## config.mk

```make
export PLATFORM = sky130hd
export DESIGN_NAME = wpk_top
export DESIGN_NICKNAME = d
export VERILOG_FILES = /design/src/rtl/wpk_pkg.sv /design/src/rtl/wpk_count.sv /design/src/rtl/wpk_steer.sv /design/src/rtl/wpk_top.sv
export SDC_FILE = /design/constraint.sdc
export NUM_CORES = 1
export LEC_CHECK = 0
export CAP_MARGIN = 20
export CORE_MARGIN = 1.5
export CORE_UTILIZATION = 49
export CTS_BUF_LIST = sky130_fd_sc_hd__clkbuf_8
export DETAILED_ROUTE_END_ITERATION = 6
export PLACE_DENSITY = 0.91
export SYNTH_ARGS = -nofsm -noshare
export SYNTH_HDL_FRONTEND = slang
export SYNTH_SLANG_ARGS = --single-unit
```

## constraint.sdc

```tcl
create_clock -name clk -period 2.6 [get_ports clk]
set_clock_uncertainty 0.2 [all_clocks]
set_input_delay 0.52 -clock clk [delete_from_list [all_inputs] [get_ports clk]]
set_output_delay 0.52 -clock clk [all_outputs]
set_load 0.01 [all_outputs]
```

## src/rtl/wpk_pkg.sv

```systemverilog
package wpk_pkg;
    localparam int LANE_W     = 9;
    localparam int LANES      = 4;
    localparam int WORD_LANES = 2;
    localparam int IN_W       = LANE_W * WORD_LANES;
    localparam int LONG_W     = LANE_W * LANES;
    localparam int CNT_W      = $clog2(LANES);

    typedef struct packed {
        logic byte_mode;
        logic big_end;
    } wpk_mode_t;
endpackage

```

## src/rtl/wpk_count.sv

```systemverilog
module wpk_count #(
    parameter int LANES      = wpk_pkg::LANES,
    parameter int WORD_LANES = wpk_pkg::WORD_LANES,
    parameter int CNT_W      = wpk_pkg::CNT_W
) (
    input  logic             clk,
    input  logic             rst_n,
    input  logic             byte_mode,
    input  logic             wr_en,
    input  logic             full,
    output logic [CNT_W-1:0] cnt,
    output logic             last,
    output logic             accept
);
    localparam logic [CNT_W-1:0] BYTE_LAST = CNT_W'(LANES - 1);
    localparam logic [CNT_W-1:0] WORD_LAST = CNT_W'(LANES / WORD_LANES - 1);

    typedef struct packed {
        logic [CNT_W-1:0] cnt;
    } cnt_state_t;

    cnt_state_t st_d, st_q;
    logic [CNT_W-1:0] last_idx;

    always_comb begin
        st_d     = st_q;
        last_idx = byte_mode ? BYTE_LAST : WORD_LAST;
        last     = (st_q.cnt == last_idx);
        accept   = wr_en && (!last || !full);
        if (accept) begin
            st_d.cnt = last ? '0 : st_q.cnt + 1'b1;
        end
    end

    always_ff @(posedge clk) begin
        if (!rst_n) begin
            st_q <= '0;
        end else begin
            st_q <= st_d;
        end
    end

    assign cnt = st_q.cnt;

    a_r2_cnt_in_range: assert property (@(posedge clk) disable iff (!rst_n)
        st_q.cnt <= last_idx);
    a_r3_wrap_after_final: assert property (@(posedge clk) disable iff (!rst_n)
        (wr_en && last && !full) |=> (st_q.cnt == '0));
    a_r10_hold_while_full: assert property (@(posedge clk) disable iff (!rst_n)
        (wr_en && last && full) |=> $stable(st_q.cnt));
endmodule

```

## src/rtl/wpk_steer.sv

```systemverilog
module wpk_steer #(
    parameter int LANE_W     = wpk_pkg::LANE_W,
    parameter int LANES      = wpk_pkg::LANES,
    parameter int WORD_LANES = wpk_pkg::WORD_LANES,
    parameter int CNT_W      = wpk_pkg::CNT_W,
    localparam int IN_W      = LANE_W * WORD_LANES,
    localparam int LONG_W    = LANE_W * LANES
) (
    input  wpk_pkg::wpk_mode_t mode,
    input  logic [CNT_W-1:0]   cnt,
    input  logic [IN_W-1:0]    wr_data,
    output logic [LONG_W-1:0]  mask,
    output logic [LONG_W-1:0]  steered
);
    logic [CNT_W-1:0] last_idx;
    logic [CNT_W-1:0] slot;

    always_comb begin
        last_idx = mode.byte_mode ? CNT_W'(LANES - 1) : CNT_W'(LANES / WORD_LANES - 1);
        slot     = mode.big_end ? (last_idx - cnt) : cnt;
    end

    for (genvar l = 0; l < LANES; l++) begin : g_lane
        localparam int WSLOT = l / WORD_LANES;
        localparam int SUB   = l % WORD_LANES;
        logic hit;
        logic [LANE_W-1:0] dat;
        always_comb begin
            if (mode.byte_mode) begin
                hit = (slot == CNT_W'(l));
                dat = wr_data[LANE_W-1:0];
            end else begin
                hit = (slot == CNT_W'(WSLOT));
                dat = wr_data[SUB*LANE_W +: LANE_W];
            end
        end
        assign mask[l*LANE_W +: LANE_W]    = {LANE_W{hit}};
        assign steered[l*LANE_W +: LANE_W] = dat;
    end
endmodule

```

## src/rtl/wpk_top.sv

```systemverilog
module wpk_top #(
    parameter int LANE_W     = wpk_pkg::LANE_W,
    parameter int LANES      = wpk_pkg::LANES,
    parameter int WORD_LANES = wpk_pkg::WORD_LANES,
    localparam int IN_W      = LANE_W * WORD_LANES,
    localparam int LONG_W    = LANE_W * LANES,
    localparam int CNT_W     = $clog2(LANES)
) (
    input  logic              clk,
    input  logic              rst_n,
    input  logic              size_byte_i,
    input  logic              big_end_i,
    input  logic              wr_en_i,
    input  logic [IN_W-1:0]   wr_data_i,
    input  logic              full_i,
    output logic              push_o,
    output logic [LONG_W-1:0] push_data_o
);
    typedef struct packed {
        wpk_pkg::wpk_mode_t mode;
        logic [LONG_W-1:0]  aux;
    } top_state_t;

    top_state_t st_d, st_q;
    logic [CNT_W-1:0]  cnt;
    logic              last;
    logic              accept;
    logic [LONG_W-1:0] mask;
    logic [LONG_W-1:0] steered;
    logic [LONG_W-1:0] merged;

    wpk_count #(.LANES(LANES), .WORD_LANES(WORD_LANES), .CNT_W(CNT_W)) u_count (
        .clk      (clk),
        .rst_n    (rst_n),
        .byte_mode(st_q.mode.byte_mode),
        .wr_en    (wr_en_i),
        .full     (full_i),
        .cnt      (cnt),
        .last     (last),
        .accept   (accept)
    );

    wpk_steer #(.LANE_W(LANE_W), .LANES(LANES), .WORD_LANES(WORD_LANES), .CNT_W(CNT_W)) u_steer (
        .mode   (st_q.mode),
        .cnt    (cnt),
        .wr_data(wr_data_i),
        .mask   (mask),
        .steered(steered)
    );

    always_comb begin
        st_d   = st_q;
        merged = (st_q.aux & ~mask) | (steered & mask);
        if (accept && !last) begin
            st_d.aux = merged;
        end
    end

    always_ff @(posedge clk) begin
        if (!rst_n) begin
            st_q.mode <= '{byte_mode: size_byte_i, big_end: big_end_i};
            st_q.aux  <= '0;
        end else begin
            st_q <= st_d;
        end
    end

    assign push_o      = accept && last;
    assign push_data_o = merged;

    a_r1_push_needs_room: assert property (@(posedge clk) disable iff (!rst_n)
        push_o |-> (wr_en_i && !full_i));
    a_r8_mode_fixed: assert property (@(posedge clk) disable iff (!rst_n)
        rst_n |=> $stable(st_q.mode));
    a_r2_no_push_midword: assert property (@(posedge clk) disable iff (!rst_n)
        push_o |=> !push_o || st_q.mode.byte_mode == 1'b0);
    a_r3_aux_frozen_on_push: assert property (@(posedge clk) disable iff (!rst_n)
        push_o |=> $stable(st_q.aux));
endmodule

```

==> run summary, run 1 <==
Status - finished with violations
Failing checks - setup timing
Worst path required time - 1880 ps
Synthesized flop and latch total - 40
RR Startpoint - st_d[37]
Fill count - 182
Core ar. - 4090 um^2
Min-delay src - st_q[5]
Critical Path End Type - primary output
Num rows - 23
Final worst slack - -299 ps
Largest family of logic cells by synthesized area - multiplexers
Clock latency on the worst-skew pair - 310 ps
Clock Tree Buf Depth - 2
Syn. warnings - 0
Final ANT Viol Nets - 0
Routed len/inst - 22.3 um
Achievable frequency - 345 MHz
Post-Syn Area per Cell - 10.0 um^2
CP Launch Type - register
CP startpoint - st_d[37]
Async S/R FF share, synth - 0%
Critical path's top delay family - flip-flops
Setup TNS - -8700 ps
First-pass DRT Iterations - 4
Final Hold Vio Count - 0
Routed vias/inst - 6.09
Top cells by count, synth - mux2_2, dfxtp_1, nand2_1, nor2_1, mux2i_1
Cells after synthesis - 213
Place WS - -332 ps
Clock root buffer master - clkbuf_8
Worst-path maximum fanout - 9
Post-synth top area share - 35.6%
Peak supply drop - 0.411 mV
H-tree levels - 2
Register area share after synthesis - 38.5%
Detailed placer's ending HPWL - 4.11 mm
Leakage power - 0.00163 uW
Multiplexer share of the synthesized area - 32.2%
Die Height - 69 um
Starting Density - 52.2%
Final setup viols - 36
Ant. Diodes - 0
Tot GR Track Use - 36.1%
CTS sink count - 40
Layout cells sized above 1 - 49.7%
Post-Synth XOR/XNOR Area - 0.821%
CTS tree - built
Largest area contributor in the netlist - dfxtp_1
Vias in the first global route - 2403
Placement Cell Area - 2970 um^2
P per Cell Area - 539 nW/um^2
Post-Synth Simple-Gate Area - 13.9%
Crit path DAT - 2180 ps
Clk slew on worst S/H paths - 90 ps
Synth Area in Adders - 0%
Ys flop type - dfxtp_1
Total number of vias - 2267
First-pass GRT wire length - 13.2 mm
DRC viols - 0
Top-count cell post-synth - mux2_2
First-iteration detailed-routing DRC count - 208
Syn Nets - 237
Clock buffer count from CTS - 5
Syn-to-layout area delta - 67.6%
Routability congestion estimate - 0.844
Compound-Gate Fraction of Synth Area - 11.2%
Distinct cell type count after synthesis - 33
Worst-Margin Slew - 928 ps
RSZ-0062 raised after global routing - yes
Nets - 345
Hold Path Class - reg2reg
Ports - 61
Grt ovf - 0
Worst path max stage delay - 480 ps
Die ar. - 4760 um^2
Initial antenna violation count - 0
Setup CP Type - reg2out
Hold buffer count at cts - 0
CP most frequent cell - a21oi_4
# port buffers - 60
Die X - 69 um
Clock period minus worst slack - 2900 ps
Worst path bufs/invs - 3
Synthesized area - 2130 um^2
Slowest CP cell - edfxtp_1
Largest net degree at the start of global routing - 31
Slew HR - 38.2%
Crit path cell chain - buf_4, or3_4, a21oi_4, a21oi_4, buf_12, mux2_4, buf_6
WL final - 8.30 mm
Final period util - 111%
Number of flops mapped to enable cells by yosys - 2
Max-Cap Viols - 0
Dominant cells by area after synthesis - dfxtp_1, mux2_2, mux2i_1
Final instance area - 3580 um^2
Slew Limit Fails - 0
==> power by group <==
group          internal (uW)  total (uW)  leakage (uW)  switching (uW)
Combinational            463         802       0.00125             339
Sequential               655         684      0.000330            28.5
Clock                    191         441     0.0000447             250
==> worst paths after layout <==
path              slack (ps)               to  cells past startpoint
setup / recovery        -300  push_data_o[12]                      7
hold / removal           270          st_q[5]                      2
setup reg to reg          90         st_q[18]                      7
hold reg to reg          270          st_q[5]                      2
==> cells by family after synthesis <==
| kind of cell | count (synthesis) |
|---|---|
| xor+xnor | 2 |
| flops | 40 |
| compound gates | 34 |
| simple gates | 58 |
| mux | 63 |
| buf+inv | 16 |
==> cell usage in the layout (no fill, tap or decap), drive strengths merged, types with 2 or more instances in the layout <==
cell type / instances
clkdlybuf4s50: 23
dfxtp: 38
nor3: 3
a31o: 2
nor2: 21
buf: 89
mux2i: 18
inv: 4
mux2: 45
nor2b: 2
nand2: 22
edfxtp: 2
a22o: 9
nand3b: 2
clkbuf: 5
a211oi: 4
nor4b: 2
a21oi: 14
xor2: 2
==> tightest hold or removal path, stage by stage (launching register included) <==
cell     delay (ps)
dfxtp_1         320
nand2_1          50
a21oi_1          60
==> area by class of cell <==
class	instances	area (um^2)	share of cell area, %
Multi-Input combinational cell	158	1460	40.7
Timing Repair Buffer	113	1130	31.7
Sequential cell	40	822	23.0
Clock buffer	5	68.8	1.92
Tap cell	50	62.6	1.75
Clock inverter	3	22.5	0.630
Inverter	3	11.3	0.315
==> registers in the layout (all words and copies together), names as in the netlist <==
register,cells
st_d,2
u_count.cnt,2
st_q,36
==> layer usage <==
metal | wire length [um] | up-vias | global-route usage (%)
met5 | 0 | - | 0
met4 | 328 | 0 | 18.5
met3 | 756 | 28 | 10.1
met2 | 4070 | 146 | 59.8
met1 | 3140 | 1103 | 42.5
li1 | - | 990 | -
==> stage by stage <==
stage	total power [uW]	hold slack, ps	util, %	instances
global placement	1250	238	72.7	339
global route	1990	288	87.5	372
finish	1930	269	87.5	372
floorplan	980	234	-	213
detailed placement	1260	250	72.7	339
CTS	1870	262	86.2	371
==> what timing repair did <==
action,in CTS,in global routing
endpoints found under the setup margin,36,36
cloned,2,0
pin swaps,6,6
resized for setup,225,16
buffers inserted,26,5
(Power assumes the default switching activity.)
==> inputs of run 2 (changes only) <==
Settings changed: CELL_PAD_IN_SITES_DETAIL_PLACEMENT set to 0, CELL_PAD_IN_SITES_GLOBAL_PLACEMENT set to 1, CORE_UTILIZATION 49 to 37, SETUP_SLACK_MARGIN set to 0.1.
==> run 2 against run 1 <==
- the run still ends with setup timing left
- non-clock buffer count grew 1
- worst setup slack gained 39 ps
- highest routed layer unchanged
- core utilization shrank 20 points
- sequential share of layout area shrank 0.99 points
==> run summary, run 2 (same netlist as run 1, synthesis figures left out) <==
Clk slew on worst S/H paths - 90 ps
Slew HR - 40.1%
Hold Path Class - reg2reg
RR Startpoint - st_d[36]
Status - finished with violations
Max-Cap Viols - 0
Clock latency on the worst-skew pair - 310 ps
Nets - 346
R2r endpoint - st_q[23]
Routed len/inst - 17.8 um
Worst reg2reg setup slack - 210 ps
Tot GR Track Use - 22.6%
CP most frequent cell - buf_6
Achievable frequency - 350 MHz
Commonest non-fill, non-tap cells in the layout - buf_6, dfxtp_1, mux2_4, buf_4, clkdlybuf4s50_1
Final worst slack - -260 ps
CTS tree - built
Starting Density - 38.5%
WL final - 7.04 mm
Min-delay src - st_q[1]
Final Hold Vio Count - 0
Hold endpoint - st_q[1]
Post-layout util - 67.5%
Ports - 61
Slew Limit Fails - 0
DRC viols - 0
Die ar. - 6230 um^2
Largest net degree at the start of global routing - 31
RSZ-0062 raised after global routing - yes
Worst path required time - 1880 ps
Die X - 79.0 um
Grt ovf - 0
Die Height - 79.0 um
First-pass GRT wire length - 10.7 mm
CTS sink count - 40
Clock Tree Buf Depth - 2
Layout cells sized above 1 - 49.8%
Clock period minus worst slack - 2860 ps
Worst path max stage delay - 500 ps
CP Launch Type - register
P per Cell Area - 558 nW/um^2
Final ANT Viol Nets - 0
Clock buffer count from CTS - 5
First-pass DRT Iterations - 4
Core ar. - 5540 um^2
Leakage power - 0.00168 uW
Final setup viols - 36
Routed vias/inst - 5.29
Vias in the first global route - 2091
Crit path DAT - 2140 ps
Final period util - 110%
Detailed placer's ending HPWL - 3.92 mm
First-iteration detailed-routing DRC count - 92
Clock root buffer master - clkbuf_8
Largest Register - st_q
Reg2Reg Depth - 7
Min-Delay Path Depth - 2
Most common cell after layout, fill and taps aside - buf_6
Worst hold-check slack - 266 ps
Max FFs per register - 36
Place WS - -263 ps
H-tree levels - 2
Routability congestion estimate - 0.786
Worst path bufs/invs - 4
Crit path cell chain - buf_6, xor2_4, nor2b_4, nor3_4, buf_6, buf_12, mux2_4, buf_6
Syn-to-layout area delta - 75.1%
Total number of vias - 2088
Worst-Margin Slew - 899 ps
Critical path's top delay family - buffers and inverters
Slowest CP cell - edfxtp_1
Num rows - 27
Setup CP Type - reg2out
Ant. Diodes - 0
Failing checks - setup timing
# port buffers - 60
Worst-path maximum fanout - 5
Critical Path End Type - primary output
Initial antenna violation count - 0
Peak supply drop - 0.358 mV
-- run 2: changes by cell type in the layout (fill, tap and decap cells not counted), moves of 3 or more --
cell / change
buf_4: -11
buf_6: +11
mux2_2: -3
mux2_4: +3
-- run 2: worst reg2reg max path: stages, from the launching register on --
cell and delay (ps):
edfxtp_1 500, buf_6 180, buf_8 130, buf_6 130, and4b_1 200, o31ai_4 600
mux2i_1 290, nor2_1 60
-- run 2: worst max path at each step --
stage | startpoint | endpoint | slack, ps | depth (start not counted)
floorplan | st_d[37] | push_data_o[18] | 270 | 4
global placement | st_d[37] | push_data_o[17] | -260 | 5
detailed placement | st_d[37] | push_data_o[12] | -260 | 4
CTS | st_d[36] | push_data_o[26] | -230 | 8
global route | st_d[36] | push_data_o[26] | -320 | 8
finish | st_d[36] | push_data_o[26] | -260 | 8
-- run 2: routing by layer --
metal | up-vias | wire, um | global-route usage, %
met1 | 1019 | 3050 | 28.2
met4 | 0 | 176 | 9.30
met5 | - | 0 | 0
met3 | 20 | 363 | 4.14
li1 | 984 | - | -
met2 | 65 | 3460 | 38.3
-- run 2: repair_timing --
action                                  CTS  global route
hold endpoints to repair                  0             0
gates cloned                              2             1
hold buffers                              0             0
pin swaps                                 9             7
gates resized for setup                 247             9
buffers inserted                         20             6
endpoints found under the setup margin   46            36
-- run 2: stage by stage --
step / TNS, ps / cells / power, uW / cell area (um^2)
2_1_floorplan: 0 / 213 / 980 / 2130
3_3_place_gp: -7250 / 358 / 1260 / 2980
3_5_place_dp: -7190 / 358 / 1260 / 2980
4_1_cts: -4400 / 388 / 2020 / 3620
5_1_grt: -8950 / 395 / 2170 / 3740
6_report: -7370 / 395 / 2090 / 3740
-- run 2: area by class of cell --
type | count | area, um^2
tap | 72 | 90.1
fill | 431 | 1800
multi-input combinational | 158 | 1480
sequential | 40 | 822
clock inverter | 2 | 38.8
clock buffer | 6 | 82.6
inverter | 3 | 13.8
timing repair buffer | 114 | 1210
-- run 2: power by group --
part / switching [uW] / internal, uW / total, uW
logic: 331 / 508 / 838
clock network: 253 / 314 / 567
registers: 25.2 / 655 / 680
total: 608 / 1480 / 2090
==> inputs of run 3 (changes only) <==
Settings changed: RECOVER_POWER set to 100, SLEW_MARGIN set to 5.
==> run 3 against run 2 <==
- the flow still finishes with violations (setup timing)
- fmax shrank 0.24%
- register-to-register slack lost 160 ps
- combinational power hardly changed
- die area unchanged
- via count increased by 1.1%
- power hardly changed
- routed wire length grew 0.14%
- global-route usage stayed put
==> run summary, run 3 (same netlist as run 1, synthesis figures left out) <==
WL final - 7.05 mm
Worst-Margin Slew - 869 ps
Tot GR Track Use - 22.6%
Multi-input gate area - 1480 um^2
Leakage power - 0.00168 uW
Final worst slack - -267 ps
CP Launch Type - register
Failing checks - setup timing
Largest net degree at the start of global routing - 31
Routability congestion estimate - 0.786
Core ar. - 5540 um^2
Grt ovf - 0
Worst reg2reg setup slack - 50 ps
Starting Density - 38.5%
DRC viols - 0
Clock Tree Buf Depth - 2
Initial antenna violation count - 0
Ant. Diodes - 0
Most common cell after layout, fill and taps aside - buf_6
Worst hold-check slack - 266 ps
RSZ-0062 raised after global routing - yes
Setup TNS - -7800 ps
Slew HR - 42.1%
FF+latch area - 822 um^2
H-tree levels - 2
Final ANT Viol Nets - 0
Syn-to-layout area delta - 74.7%
Layout cells sized above 1 - 49.2%
Die Height - 79.0 um
Commonest non-fill, non-tap cells in the layout - buf_6, dfxtp_1, mux2_4, buf_4, nand2_1
First-pass GRT wire length - 10.7 mm
Final setup viols - 36
P per Cell Area - 559 nW/um^2
Peak supply drop - 0.362 mV
Largest Register - st_q
# port buffers - 60
Max FFs per register - 36
Post-layout util - 67.3%
Die X - 79.0 um
Vias in the first global route - 2091
Worst path required time - 1880 ps
Clock latency on the worst-skew pair - 310 ps
Routed vias/inst - 5.35
Place WS - -263 ps
Achievable frequency - 349 MHz
Slew Limit Fails - 0
First-pass DRT Iterations - 4
CTS tree - built
Total number of vias - 2112
Critical Path End Type - primary output
Setup CP Type - reg2out
Hold Path Class - reg2reg
Detailed placer's ending HPWL - 3.92 mm
First-iteration detailed-routing DRC count - 75
Crit path DAT - 2150 ps
Die ar. - 6230 um^2
Max-Cap Viols - 0
Clock root buffer master - clkbuf_8
Fill count - 435
Final Hold Vio Count - 0
Clock period minus worst slack - 2870 ps
CTS sink count - 40
Status - finished with violations
Num rows - 27
Final period util - 110%
Clk slew on worst S/H paths - 90 ps
Routed len/inst - 17.9 um
Clock buffer count from CTS - 5
Ports - 61
Worst-path maximum fanout - 5
Total power - 2090 uW
Nets - 346
run 3: changes by cell type in the layout (fill, tap and decap cells not counted):
cell,delta
buf_4,-3
buf_6,-1
clkbuf_1,+1
clkbuf_2,+1
clkbuf_4,+1
clkdlybuf4s50_1,-3
dlygate4sd2_1,+1
dlygate4sd3_1,+3
run 3: layer usage:
layer	global-route usage, %	wire [um]
met3	4.14	350
met1	28.2	3070
met2	38.3	3470
met5	0	0
met4	9.30	160
run 3: layout make-up:
class                   count  area share, %
clock inverters             2           1.04
clock buffers               6           2.21
multi-input cells         158           39.6
repair buffers            114           32.3
inverters                   3          0.369
flip-flops and latches     40           22.0
well taps                  72           2.42
run 3: worst paths after layout:
| path | from | end | cells past startpoint |
|---|---|---|---|
| min reg2reg | st_q[1] | st_q[1] | 2 |
| max | st_d[36] | push_data_o[26] | 8 |
| min | st_q[1] | st_q[1] | 2 |
| max reg2reg | st_d[37] | st_q[23] | 8 |
run 3: timing repair:
action                                  4_1_cts  5_1_grt
setup buffers                                20        6
endpoints found under the setup margin       46       36
pin swaps                                     9        7
hold buffers                                  0        0
resized for setup                           247        9
gates cloned                                  2        1
run 3: report_power, final:
group          internal (uW)  leakage [uW]  switching, uW
Clock                    314     0.0000614            256
Sequential               655      0.000330           25.4
Combinational            504       0.00129            330
Total                   1470       0.00168            611
run 3: through the flow:
step	instance area, um^2	cells
finish	3730	395
global route	3730	395
CTS	3620	388
detailed placement	2980	358
global placement	2980	358
floorplan	2130	213
run 3: critical path, cell delays in order (launching register included):
cell	delay (ps)
edfxtp_1	500
buf_6	180
xor2_4	190
nor2b_4	70
nor3_4	210
buf_6	130
buf_12	110
mux2_4	320
buf_6	120
